## src/rtl/bist_pkg.sv

```systemverilog
// Shared types for the buffer self-test engine.
// Assumes a byte-wide memory; the mode encoding is fixed by software.
package bist_pkg;
    typedef enum logic [1:0] {
        MODE_RAND  = 2'd0,
        MODE_ADDR  = 2'd1,
        MODE_ROT   = 2'd2,
        MODE_RSVD  = 2'd3
    } fill_mode_t;

    typedef enum logic [1:0] {
        ST_IDLE = 2'd0,
        ST_FILL = 2'd1,
        ST_READ = 2'd2,
        ST_TAIL = 2'd3
    } seq_state_t;

    // Rotate a byte left by a 0..7 amount.
    function automatic logic [7:0] rotl8(input logic [7:0] v, input logic [2:0] n);
        logic [15:0] d;
        d = {v, v} << n;
        return d[15:8];
    endfunction

    // One step of the 8-bit LFSR, taps 8,6,5,4.
    function automatic logic [7:0] lfsr8(input logic [7:0] s);
        return {s[6:0], s[7] ^ s[5] ^ s[4] ^ s[3]};
    endfunction
endpackage

```

## src/rtl/bist_regs.sv

```systemverilog
// Register file: control, seed, checksum readback.
// Assumes the sequencer pulses done or reject for one cycle to clear busy.
module bist_regs
    import bist_pkg::*;
(
    input  logic        clk,
    input  logic        rst_n,
    input  logic        reg_we,
    input  logic [1:0]  reg_addr,
    input  logic [7:0]  reg_wdata,
    output logic [7:0]  reg_rdata,
    input  logic [15:0] csum,
    input  logic        clr_busy,
    input  logic        seq_idle,
    output logic [7:0]  ctrl,
    output logic [7:0]  seed,
    output logic        cfg_ok
);
    logic busy;
    assign busy   = ctrl[0];
    assign cfg_ok = ctrl[1] && (ctrl[3:2] != MODE_RSVD);

    // Hold control and seed; writes accepted only when idle.
    always_ff @(posedge clk) begin
        if (!rst_n) begin
            ctrl <= '0;
            seed <= '0;
        end else if (busy) begin
            if (clr_busy) ctrl[0] <= 1'b0;
        end else if (reg_we) begin
            if (reg_addr == 2'd0) ctrl <= reg_wdata;
            if (reg_addr == 2'd1) seed <= reg_wdata;
        end
    end

    // Read mux.
    always_comb begin
        case (reg_addr)
            2'd0:    reg_rdata = ctrl;
            2'd1:    reg_rdata = seed;
            2'd2:    reg_rdata = csum[15:8];
            default: reg_rdata = csum[7:0];
        endcase
    end


    reject_clears_busy_chk: assert property (@(posedge clk) disable iff (!rst_n)
        (busy && seq_idle && !cfg_ok) |=> !ctrl[0]);

    cfg_locked_chk: assert property (@(posedge clk) disable iff (!rst_n)
        (busy && $past(busy)) |-> (ctrl[7:1] == $past(ctrl[7:1]) && seed == $past(seed)));
endmodule

```

## src/rtl/bist_patgen.sv

```systemverilog
// Fill data generator for the three modes.
// Assumes load and adv never assert together and mode is stable during a test.
module bist_patgen
    import bist_pkg::*;
(
    input  logic       clk,
    input  logic       rst_n,
    input  logic       load,
    input  logic       adv,
    input  fill_mode_t mode,
    input  logic [2:0] shamt,
    input  logic [7:0] seed,
    input  logic [7:0] addr_lo,
    output logic [7:0] data
);
    logic [7:0] pat;

    // Load from the seed at start, step once per write.
    always_ff @(posedge clk) begin
        if (!rst_n) begin
            pat <= '0;
        end else if (load) begin
            pat <= (mode == MODE_RAND && seed == 8'h00) ? 8'h01 : seed;
        end else if (adv) begin
            case (mode)
                MODE_RAND: pat <= lfsr8(pat);
                MODE_ROT:  pat <= rotl8(pat, shamt);
                default:   pat <= pat;
            endcase
        end
    end

    // Address mode bypasses the state register.
    assign data = (mode == MODE_ADDR) ? addr_lo : pat;


    lfsr_nonzero_chk: assert property (@(posedge clk) disable iff (!rst_n)
        (mode == MODE_RAND && adv) |-> (data != 8'h00));

    rotate_step_chk: assert property (@(posedge clk) disable iff (!rst_n)
        (mode == MODE_ROT && $past(adv) && !$past(load) && !$past(!rst_n))
            |-> (pat == rotl8($past(pat), $past(shamt))));
endmodule

```

## src/rtl/bist_seq.sv

```systemverilog
// Address sequencer: fill pass, read pass, one tail cycle for read latency.
// Assumes memory read data arrives one cycle after the address.
module bist_seq
    import bist_pkg::*;
#(
    parameter int ADDR_W = 13
) (
    input  logic              clk,
    input  logic              rst_n,
    input  logic              busy,
    input  logic              cfg_ok,
    output logic              load,
    output logic              we,
    output logic              rd_valid,
    output logic              rd_lsb,
    output logic              clr_busy,
    output logic              idle,
    output logic [ADDR_W-1:0] addr
);
    localparam logic [ADDR_W-1:0] LAST = {ADDR_W{1'b1}};

    seq_state_t state;

    assign idle     = (state == ST_IDLE);
    assign load     = idle && busy && cfg_ok;
    assign we       = (state == ST_FILL);
    assign clr_busy = (idle && busy && !cfg_ok) || (state == ST_TAIL);

    // Walk the address space twice, then finish.
    always_ff @(posedge clk) begin
        if (!rst_n) begin
            state <= ST_IDLE;
            addr  <= '0;
        end else begin
            case (state)
                ST_IDLE: if (load) begin
                    state <= ST_FILL;
                    addr  <= '0;
                end
                ST_FILL: begin
                    addr <= addr + 1'b1;
                    if (addr == LAST) state <= ST_READ;
                end
                ST_READ: begin
                    addr <= addr + 1'b1;
                    if (addr == LAST) state <= ST_TAIL;
                end
                default: state <= ST_IDLE;
            endcase
        end
    end

    // Mark which cycle carries returned read data.
    always_ff @(posedge clk) begin
        if (!rst_n) begin
            rd_valid <= 1'b0;
            rd_lsb   <= 1'b0;
        end else begin
            rd_valid <= (state == ST_READ);
            rd_lsb   <= addr[0];
        end
    end


    fill_ascending_chk: assert property (@(posedge clk) disable iff (!rst_n)
        (state == ST_FILL && $past(state) == ST_FILL) |-> (addr == $past(addr) + 1'b1));
endmodule

```

## src/rtl/bist_csum.sv

```systemverilog
// Ones-complement checksum of big-endian byte pairs.
// Assumes data arrives in ascending address order starting at an even address.
module bist_csum (
    input  logic        clk,
    input  logic        rst_n,
    input  logic        clear,
    input  logic        valid,
    input  logic        lsb,
    input  logic [7:0]  data,
    output logic [15:0] sum
);
    logic [7:0]  hi_byte;
    logic [16:0] raw;
    assign raw = {1'b0, sum} + {1'b0, hi_byte, data};

    // Capture the even byte, fold in the pair on the odd byte.
    always_ff @(posedge clk) begin
        if (!rst_n || clear) begin
            sum     <= '0;
            hi_byte <= '0;
        end else if (valid) begin
            if (!lsb) hi_byte <= data;
            else      sum     <= raw[15:0] + {15'd0, raw[16]};
        end
    end
endmodule

```

## src/rtl/bist_fill_ctrl.sv

```systemverilog
// Top of the buffer self-test engine: registers, sequencer, generator,
// checksum and the port swap between the engine and the DMA client.
// Assumes the DMA client stays idle while a test runs.
module bist_fill_ctrl
    import bist_pkg::*;
#(
    parameter int ADDR_W = 13
) (
    input  logic              clk,
    input  logic              rst_n,
    input  logic              reg_we,
    input  logic [1:0]        reg_addr,
    input  logic [7:0]        reg_wdata,
    output logic [7:0]        reg_rdata,
    input  logic              dma_we,
    input  logic [ADDR_W-1:0] dma_addr,
    input  logic [7:0]        dma_wdata,
    output logic [7:0]        dma_rdata,
    output logic              pa_we,
    output logic [ADDR_W-1:0] pa_addr,
    output logic [7:0]        pa_wdata,
    input  logic [7:0]        pa_rdata,
    output logic              pb_we,
    output logic [ADDR_W-1:0] pb_addr,
    output logic [7:0]        pb_wdata,
    input  logic [7:0]        pb_rdata
);
    logic [7:0]        ctrl, seed, fill_data, bist_rdata;
    logic [15:0]       csum;
    logic              cfg_ok, clr_busy, idle, load, we, rd_valid, rd_lsb, swap;
    logic [ADDR_W-1:0] addr;
    fill_mode_t        mode;

    assign mode = fill_mode_t'(ctrl[3:2]);
    assign swap = ctrl[4];

    bist_regs u_regs (
        .clk(clk), .rst_n(rst_n), .reg_we(reg_we), .reg_addr(reg_addr),
        .reg_wdata(reg_wdata), .reg_rdata(reg_rdata), .csum(csum),
        .clr_busy(clr_busy), .seq_idle(idle), .ctrl(ctrl), .seed(seed),
        .cfg_ok(cfg_ok)
    );

    bist_seq #(.ADDR_W(ADDR_W)) u_seq (
        .clk(clk), .rst_n(rst_n), .busy(ctrl[0]), .cfg_ok(cfg_ok), .load(load),
        .we(we), .rd_valid(rd_valid), .rd_lsb(rd_lsb), .clr_busy(clr_busy),
        .idle(idle), .addr(addr)
    );

    bist_patgen u_pat (
        .clk(clk), .rst_n(rst_n), .load(load), .adv(we), .mode(mode),
        .shamt(ctrl[7:5]), .seed(seed), .addr_lo(addr[7:0]), .data(fill_data)
    );

    bist_csum u_csum (
        .clk(clk), .rst_n(rst_n), .clear(load), .valid(rd_valid), .lsb(rd_lsb),
        .data(bist_rdata), .sum(csum)
    );

    // Route engine and DMA client to the two memory ports.
    always_comb begin
        if (swap) begin
            pb_we = we;      pb_addr = addr;     pb_wdata = fill_data;
            pa_we = dma_we;  pa_addr = dma_addr; pa_wdata = dma_wdata;
            bist_rdata = pb_rdata;
            dma_rdata  = pa_rdata;
        end else begin
            pa_we = we;      pa_addr = addr;     pa_wdata = fill_data;
            pb_we = dma_we;  pb_addr = dma_addr; pb_wdata = dma_wdata;
            bist_rdata = pa_rdata;
            dma_rdata  = pb_rdata;
        end
    end


    swap_stable_chk: assert property (@(posedge clk) disable iff (!rst_n)
        (ctrl[0] && $past(ctrl[0])) |-> $stable(swap));
endmodule

```

## config.mk

```make
export PLATFORM = sky130hd
export DESIGN_NAME = bist_fill_ctrl
export DESIGN_NICKNAME = d
export VERILOG_FILES = /design/src/rtl/bist_pkg.sv /design/src/rtl/bist_regs.sv /design/src/rtl/bist_patgen.sv /design/src/rtl/bist_seq.sv /design/src/rtl/bist_csum.sv /design/src/rtl/bist_fill_ctrl.sv
export SDC_FILE = /design/constraint.sdc
export NUM_CORES = 1
export LEC_CHECK = 0
export ABC_AREA = 1
export BUFFER_PORTS_ARGS = -buffer_cell sky130_fd_sc_hd__buf_2
export CORE_AREA = 2 2 116 118
export CTS_CLUSTER_DIAMETER = 200
export DETAILED_ROUTE_END_ITERATION = 6
export DIE_AREA = 0 0 118 120
export PLACE_DENSITY = 0.64
export REMOVE_ABC_BUFFERS = 1
export SYNTH_ARGS = -nofsm -noshare
export SYNTH_HDL_FRONTEND = slang
export SYNTH_HIERARCHICAL = 1
export SYNTH_SLANG_ARGS = --single-unit
```

## constraint.sdc

```tcl
create_clock -name clk -period 3.8 [get_ports clk]
set_clock_uncertainty 0.2 [all_clocks]
set_input_delay 0.19 -clock clk [delete_from_list [all_inputs] [get_ports clk]]
set_output_delay 0.19 -clock clk [all_outputs]
set_load 0.03 [all_outputs]
```

==> out/qor.tcl, run 1 <==
set qor(run_status) {finished clean}
set qor(placeableCoreArea_um2) 13000
set qor(detail_route.first_pass.iterations) 5
set qor(final.setup.tns_ns) 0
set qor(synth_largest_area_cell) {sky130_fd_sc_hd__nand2_1}
set qor(grtUsageTotal_pct) 22.6
set qor(internal_power_mw) 1.56
set qor(yosys_register_bits) 65
set qor(ir_worst_vdd_v) 0.000335
set qor(crit_cells) 22
set qor(grt_pass1_wl_um) 26400
set qor(rows) 42
set qor(routed_wire_length_per_instance_um) 12.6
set qor(cell_depth_of_the_worst_hold_path) 5
set qor(die-area_um2) 14200
set qor(ys_top_cells_by_area) {sky130_fd_sc_hd__nand2_1 27%, sky130_fd_sc_hd__dfxtp_1 23%, sky130_fd_sc_hd__nor2_1 7.6%, sky130_fd_sc_hd__nand3_1 7.1%, sky130_fd_sc_hd__inv_1 6.8%}
set qor(h-tree-depth) 3
set qor(cts-root-buf) {sky130_fd_sc_hd__clkbuf_16}
set qor(power.switching_mw) 1.03
set qor(synth-warning-count) 6
set qor(placement.io_buffers) 110
set qor(synth-edff-count) 0
set qor(clkSlewWorstSetupHoldPaths_ns) 0.06
set qor(worst_r2r_path_depth) 22
set qor(met2RoutedLength_um) 7500
set qor(final_antenna_net_count) 0
set qor(number_of_pins_with_negative_max_slew_slack_in_the_final_report) 0
set qor(initial_cell_density_of_the_core_pct) 44.1
set qor(worst-endpoint-required_ns) 3.79
set qor(number_of_ports_placed_on_the_die_boundary) 111
set qor(hp-start) {reg_wdata[1]}
set qor(global_route.overflow_total) 0
set qor(timing.rr.start) {u_regs/ctrl[4]$_SDFFE_PN0P_}
set qor(highest-signal-layer) {met4}
set qor(period_minus_slack_ns) 3.43
set qor(wl_met3_um) 528
set qor(power_switching_share_pct) 39.8
set qor(antenna_cells_inserted) 0
set qor(async_flop_share_pct) 0
set qor(finish.net_count) 1177
set qor(globalplace.congestion) 0.920
set qor(prevailing_post_synth_register_cell) {sky130_fd_sc_hd__dfxtp_1}
set qor(worst_path_dominant_cell_family) {simple AND/OR/NAND/NOR gates}
set qor(post_synth_xor_area_fraction_pct) 1.38
set qor(synth_compound_gate_area_share_pct) 9.17
set qor(timing.setup.critical_path_class) {register to register}
set qor(slowest_delay_ns) 0.39
set qor(avg_cell_area_syn_um2) 5.72
set qor(final-setup-viol-count) 0
set qor(critical_path.slowest_cell) {sky130_fd_sc_hd__dfxtp_2}
set qor(cp_common_cell) {sky130_fd_sc_hd__nand2_1}
set qor(worst_max_slew_pin_slew_ns) 0.921
set qor(drc) 0
set qor(synth.mux.area_fraction_pct) 0.788
set qor(cts_tree) {yes}
set qor(area_grow_syn2layout_pct) 16.4
set qor(post_synth_inst_count) 1000
set qor(crit_path_end_kind) {register}
set qor(most_frequent_cells_in_the_layout) {411 x sky130_fd_sc_hd__nand2_1, 115 x sky130_fd_sc_hd__nor2_1, 110 x sky130_fd_sc_hd__buf_2, 103 x sky130_fd_sc_hd__inv_1, 81 x sky130_fd_sc_hd__nand3_1}
set qor(floorplan.die.width_um) 118
set qor(pin_count_of_the_biggest_net_entering_global_routing) 46
set qor(cts-buffers-inserted) 9
set qor(dominant_combinational_cell_family_by_area_after_synthesis) {simple AND/OR/NAND/NOR gates}
set qor(critical_path_cell_list) {buf_6 -> nand2_1 -> nand2_1 -> fa_2 -> nand2_1 -> nand2_2 -> nand3b_1 -> nand2_2 -> nand2_1 -> nand2_1 -> a21oi_1 -> o21bai_1 -> ha_2 -> ha_1 -> inv_1 -> nor2_2 -> nand3_2 -> nor2_2 -> nand2_2 -> nor2_4 -> xor2_1 -> a21oi_1}
set qor(share_clk_of_total_power_pct) 31.7
set qor(worstHoldPathType) {input pin to register}
set qor(totalWireLength_um) 16100
set qor(drt-met1-wl_um) 7850
set qor(ff2ff_setup_slack_ns) 0.37
set qor(layout.cells.most_common) {sky130_fd_sc_hd__nand2_1}
set qor(detailed_place_hpwl_um) 12700
set qor(r2r-end) {u_csum/sum[10]$_SDFFE_PP0P_}
set qor(clkSinkCount) 65
set qor(max_freq_ghz) 0.292
set qor(fp.dieH_um) 120
set qor(final_hold_viol_count) 0
set qor(data_arrival_time_of_the_worst_path_ns) 3.42
set qor(synth_top_cell_area_share_pct) 27.0
set qor(num_vias) 6288
set qor(power_mw) 2.60
set qor(combinationalPowerShare_pct) 35.7
set qor(hold_path_end) {u_regs/ctrl[1]$_SDFFE_PN0P_}
set qor(flop_pwr_share_pct) 32.6
set qor(cp_num_buf_inv) 2
set qor(synth_adder_area_share_pct) 5.60
set qor(synth-seq-area-share_pct) 22.8
set qor(first_iter_violations) 404
set qor(cts.path.max_buffers) 2
set qor(max_cap_viol_count) 0
set qor(post-route-period-util_pct) 90.3
set qor(start_kind) {register}
set qor(crit_path_max_fanout) 17
set qor(vias_per_cell) 4.90
set qor(worst_skew_pair.late_latency_ns) 0.33
set qor(netlist-cell-type-count) 40
set qor(layout-drive-gt1-share_pct) 16.8
set qor(post_synth_and_or_nand_nor_area_fraction_pct) 48.7
set qor(grt_antenna_before_repair) 0
set qor(first_global_vias) 5521
set qor(power_density_nw_per_um2) 390
set qor(cellLeakagePower_nw) 3.54
set qor(synth.cell_area_um2) 5720
set qor(timing.max_slew.rel_slack_pct) 38.5
kinds of logic (layout without fill, tap and decap cells):
kind of cell    Yosys count  in the layout
xor+xnor                  9              9
simple gates            666            666
compound gates           91             91
mux                       4              4
fa+ha+maj                25             25
buf+inv                 140            246
flops                    65             65
layout make-up:
cell class / instances / area [um2]
Clock buffer: 9 / 225
Clock inverter: 7 / 71.3
Multi-Input combinational cell: 795 / 3770
Timing Repair Buffer: 120 / 644
Sequential cell: 65 / 1300
Tap cell: 176 / 220
Inverter: 110 / 423
Fill cell: 1461 / 6320
registers in the layout, indices dropped and copies added, names as in the netlist:
name and cells:
u_csum/sum 16, u_seq/addr 13, u_csum/hi_byte 8, u_pat/pat 8, u_regs/ctrl 8, u_regs/seed 8, u_seq/state 2, u_seq/rd_lsb 1
u_seq/rd_valid 1
metal layers:
metal  global-route usage, %  up-vias
met1                    30.5     2792
met2                    38.4      128
li1                        -     3351
met3                    2.80       17
met5                       0        -
met4                    5.65        0
stage by stage:
stage / instance area (um2) / hold slack [ns] / setup slack (ns) / std cells / utilization, %
after global routing: 6660 / 0.0293 / -0.0317 / 1282 / 51.3
after floorplan: 5480 / 0.0876 / -0.625 / 970 / -
after CTS: 6640 / 0.00873 / 0.334 / 1282 / 51.1
final: 6660 / 0.0145 / 0.370 / 1282 / 51.3
after detailed placement: 6280 / 0.314 / 0.358 / 1260 / 48.4
after global placement: 6280 / 0.317 / 0.433 / 1260 / 48.4
power by group through the flow:
stage / sequential [mW] / combinational, mW / clock (mW)
floorplan: 0.823 / 0.688 / 0
finish: 0.845 / 0.926 / 0.823
CTS: 0.843 / 0.926 / 0.839
detailed placement: 0.858 / 0.916 / 0
global placement: 0.859 / 0.916 / 0
global route: 0.853 / 1.04 / 0.869
worst reg2reg max path: stages (launching register included):
cell,delay [ns]
sky130_fd_sc_hd__dfxtp_2,0.39
sky130_fd_sc_hd__buf_6,0.18
sky130_fd_sc_hd__nand2_1,0.07
sky130_fd_sc_hd__nand2_1,0.16
sky130_fd_sc_hd__fa_2,0.25
sky130_fd_sc_hd__nand2_1,0.07
sky130_fd_sc_hd__nand2_2,0.11
sky130_fd_sc_hd__nand3b_1,0.12
sky130_fd_sc_hd__nand2_2,0.09
sky130_fd_sc_hd__nand2_1,0.06
sky130_fd_sc_hd__nand2_1,0.08
sky130_fd_sc_hd__a21oi_1,0.06
sky130_fd_sc_hd__o21bai_1,0.18
sky130_fd_sc_hd__ha_2,0.20
sky130_fd_sc_hd__ha_1,0.14
sky130_fd_sc_hd__inv_1,0.07
sky130_fd_sc_hd__nor2_2,0.15
sky130_fd_sc_hd__nand3_2,0.09
sky130_fd_sc_hd__nor2_2,0.13
sky130_fd_sc_hd__nand2_2,0.10
sky130_fd_sc_hd__nor2_4,0.14
sky130_fd_sc_hd__xor2_1,0.17
sky130_fd_sc_hd__a21oi_1,0.08
cells in the mapped netlist (10+ instances only):
cell type / number
sky130_fd_sc_hd__o21ai_0: 32
sky130_fd_sc_hd__dfxtp_1: 65
sky130_fd_sc_hd__buf_6: 12
sky130_fd_sc_hd__nand2_2: 10
sky130_fd_sc_hd__nand2_1: 412
sky130_fd_sc_hd__nor2_1: 116
sky130_fd_sc_hd__inv_1: 103
sky130_fd_sc_hd__ha_1: 24
sky130_fd_sc_hd__nand4_1: 13
sky130_fd_sc_hd__a21oi_1: 39
sky130_fd_sc_hd__nand3_1: 81
sky130_fd_sc_hd__nor2_2: 10
worst max-delay path by stage:
stage                                           start                     endpoint  slack (ns)
after floorplan           u_regs/ctrl[4]$_SDFFE_PN0P_  u_csum/sum[14]$_SDFFE_PP0P_       -0.62
after global placement    u_regs/ctrl[4]$_SDFFE_PN0P_  u_csum/sum[10]$_SDFFE_PP0P_        0.43
after detailed placement  u_regs/ctrl[4]$_SDFFE_PN0P_  u_csum/sum[10]$_SDFFE_PP0P_        0.36
after CTS                 u_regs/ctrl[4]$_SDFFE_PN0P_  u_csum/sum[10]$_SDFFE_PP0P_        0.33
after global routing      u_regs/ctrl[4]$_SDFFE_PN0P_  u_csum/sum[10]$_SDFFE_PP0P_       -0.03
final                     u_regs/ctrl[4]$_SDFFE_PN0P_  u_csum/sum[10]$_SDFFE_PP0P_        0.37
what timing repair did:
action                     CTS  global route
hold endpoints to repair    10             0
hold buffers                 6             0
setup buffers                0             0
setup endpoints to repair    0             5
resized for setup            0             7
Note: power is estimated with default switching activity, not from simulation.
==> inputs of run 2 (changes only) <==
Settings changed: CTS_BUF_LIST from default to sky130_fd_sc_hd__clkbuf_4.
==> run 2 against run 1 <==
  * Cell count increased by 1.2%
  * Via count grew 1.4%
  * Critical path depth up 3
  * Sequential cell count stayed put
  * Critical path type unchanged
==> out/qor.tcl, run 2 (synthesis gave the netlist of run 1 again) <==
set qor(run_status) {finished clean}
set qor(grtUsageTotal_pct) 22.6
set qor(share_clk_of_total_power_pct) 20.8
set qor(period_minus_slack_ns) 3.43
set qor(cp_common_cell) {sky130_fd_sc_hd__nand2_1}
set qor(final_instance_count_excl_fillers) 1298
set qor(first_iter_violations) 422
set qor(final_hold_viol_count) 0
set qor(initial_cell_density_of_the_core_pct) 44.1
set qor(number_of_ports_placed_on_the_die_boundary) 111
set qor(cts-root-buf) {sky130_fd_sc_hd__clkbuf_4}
set qor(flop_pwr_share_pct) 37.4
set qor(slowest_delay_ns) 0.39
set qor(max_flop_register) {u_csum/sum}
set qor(cts.path.max_buffers) 2
set qor(placement.io_buffers) 110
set qor(data_arrival_time_of_the_worst_path_ns) 3.54
set qor(worst_max_slew_pin_slew_ns) 0.944
set qor(detailed_place_hpwl_um) 12700
set qor(vias_per_cell) 4.91
set qor(start_kind) {register}
set qor(fp.dieH_um) 120
set qor(detail_route.first_pass.iterations) 5
set qor(post-route-cell-area_um2) 6680
set qor(grt_antenna_before_repair) 0
set qor(largest_reg_flops) 16
set qor(hold_slack_ns) 0.0397
set qor(power_density_nw_per_um2) 337
set qor(crit_path_max_fanout) 16
set qor(power_switching_share_pct) 43.7
set qor(clkSinkCount) 65
set qor(placeableCoreArea_um2) 13000
set qor(crit_path_end_kind) {register}
set qor(routed_wire_length_per_instance_um) 12.5
set qor(cellLeakagePower_nw) 3.54
set qor(pin_count_of_the_biggest_net_entering_global_routing) 46
set qor(grt_pass1_wl_um) 26500
set qor(max_freq_ghz) 0.292
set qor(placement.cell_area_um2) 6280
set qor(first_global_vias) 5593
set qor(power_mw) 2.25
set qor(final-setup-viol-count) 0
set qor(filler_cell_count) 1457
set qor(h-tree-depth) 3
set qor(layout.cells.most_common) {sky130_fd_sc_hd__nand2_1}
set qor(post-route-period-util_pct) 90.2
set qor(timing.setup.critical_path_class) {register to register}
set qor(power.switching_mw) 0.986
set qor(cts-buffers-inserted) 9
set qor(number_of_pins_with_negative_max_slew_slack_in_the_final_report) 0
set qor(rows) 42
set qor(internal_power_mw) 1.27
set qor(cts_tree) {yes}
set qor(layout-drive-gt1-share_pct) 16.9
set qor(critical_path.slowest_cell) {sky130_fd_sc_hd__dfxtp_4}
set qor(totalWireLength_um) 16300
set qor(ir_worst_vdd_v) 0.000210
set qor(drc) 0
set qor(placed_cells_incl_taps) 1260
set qor(antenna_cells_inserted) 0
set qor(finish.net_count) 1193
set qor(worst-endpoint-required_ns) 3.91
set qor(clkSlewWorstSetupHoldPaths_ns) 0.12
set qor(most_frequent_cells_in_the_layout) {411 x sky130_fd_sc_hd__nand2_1, 115 x sky130_fd_sc_hd__nor2_1, 110 x sky130_fd_sc_hd__buf_2, 103 x sky130_fd_sc_hd__inv_1, 81 x sky130_fd_sc_hd__nand3_1}
set qor(combinationalPowerShare_pct) 41.8
set qor(globalplace.congestion) 0.920
set qor(worstHoldPathType) {input pin to register}
set qor(final.setup.tns_ns) 0
set qor(floorplan.die.width_um) 118
set qor(global_route.overflow_total) 0
set qor(area_grow_syn2layout_pct) 16.9
set qor(timing.max_slew.rel_slack_pct) 37.0
set qor(max_cap_viol_count) 0
set qor(num_vias) 6378
set qor(layout_top_registers) {u_csum/sum x16, u_seq/addr x13}
set qor(worst_skew_pair.late_latency_ns) 0.42
set qor(die-area_um2) 14200
set qor(final_antenna_net_count) 0
[run 2: changes by cell type in the layout (fill, tap and decap cells not counted)]
cell | previous run | this run
sky130_fd_sc_hd__clkbuf_4 | 0 | 9
sky130_fd_sc_hd__buf_4 | 3 | 5
sky130_fd_sc_hd__dlygate4sd3_1 | 6 | 20
sky130_fd_sc_hd__clkbuf_16 | 9 | 0
sky130_fd_sc_hd__ha_4 | 0 | 2
sky130_fd_sc_hd__ha_1 | 22 | 20
sky130_fd_sc_hd__dfxtp_4 | 0 | 1
sky130_fd_sc_hd__dfxtp_2 | 1 | 0
[run 2: per-layer routing]
metal | wire [um] | up-vias | GRT usage, %
met2 | 7690 | 135 | 38.9
met5 | 0 | - | 0
li1 | - | 3382 | -
met3 | 574 | 13 | 2.33
met1 | 7780 | 2848 | 30.3
met4 | 213 | 0 | 6.02
[run 2: repair_timing]
action                     4_1_cts  5_1_grt
hold endpoints to repair        21        0
hold buffers                    20        0
gates resized for setup          0       10
setup buffers                    0        2
setup endpoints to repair        0        5
[run 2: metrics by stage]
step | worst slack, ns | utilization, %
detailed placement | 0.358 | 48.4
CTS | 0.304 | 51.0
global route | -0.0150 | 51.5
global placement | 0.433 | 48.4
floorplan | -0.625 | -
finish | 0.372 | 51.5
[run 2: power groups by stage]
stage | Combinational [mW] | Clock (mW) | Sequential [mW]
after floorplan | 0.688 | 0 | 0.823
after global placement | 0.916 | 0 | 0.859
after detailed placement | 0.916 | 0 | 0.858
after CTS | 0.938 | 0.485 | 0.842
after global routing | 1.06 | 0.513 | 0.853
final | 0.942 | 0.469 | 0.843
[run 2: final cells by class]
type	instances	area (um2)	area share, %
multi-input cells	795	3800	56.8
flip-flops and latches	65	1310	19.5
repair buffers	136	800	12.0
inverters	110	423	6.33
well taps	176	220	3.30
clock inverters	7	71.3	1.07
clock buffers	9	67.6	1.01
[run 2: final timing paths]
check                                                 start                     endpoint  slack (ns)  depth (start not counted)
worst min-delay path                                 reg_we  u_regs/seed[4]$_SDFFE_PN0P_        0.04                          5
worst max-delay path            u_regs/ctrl[4]$_SDFFE_PN0P_  u_csum/sum[15]$_SDFFE_PP0P_        0.37                         25
worst max register to register  u_regs/ctrl[4]$_SDFFE_PN0P_  u_csum/sum[15]$_SDFFE_PP0P_        0.37                         25
worst min register to register  u_regs/seed[0]$_SDFFE_PN0P_  u_regs/seed[0]$_SDFFE_PN0P_        0.33                          2
[run 2: critical path, delay by kind of cell (launching register included)]
kind            cells  cell delay, ns
compound gates      2            0.24
buf+inv             2            0.14
simple gates       18            1.70
flops               1            0.39
fa+ha+maj           3            0.64
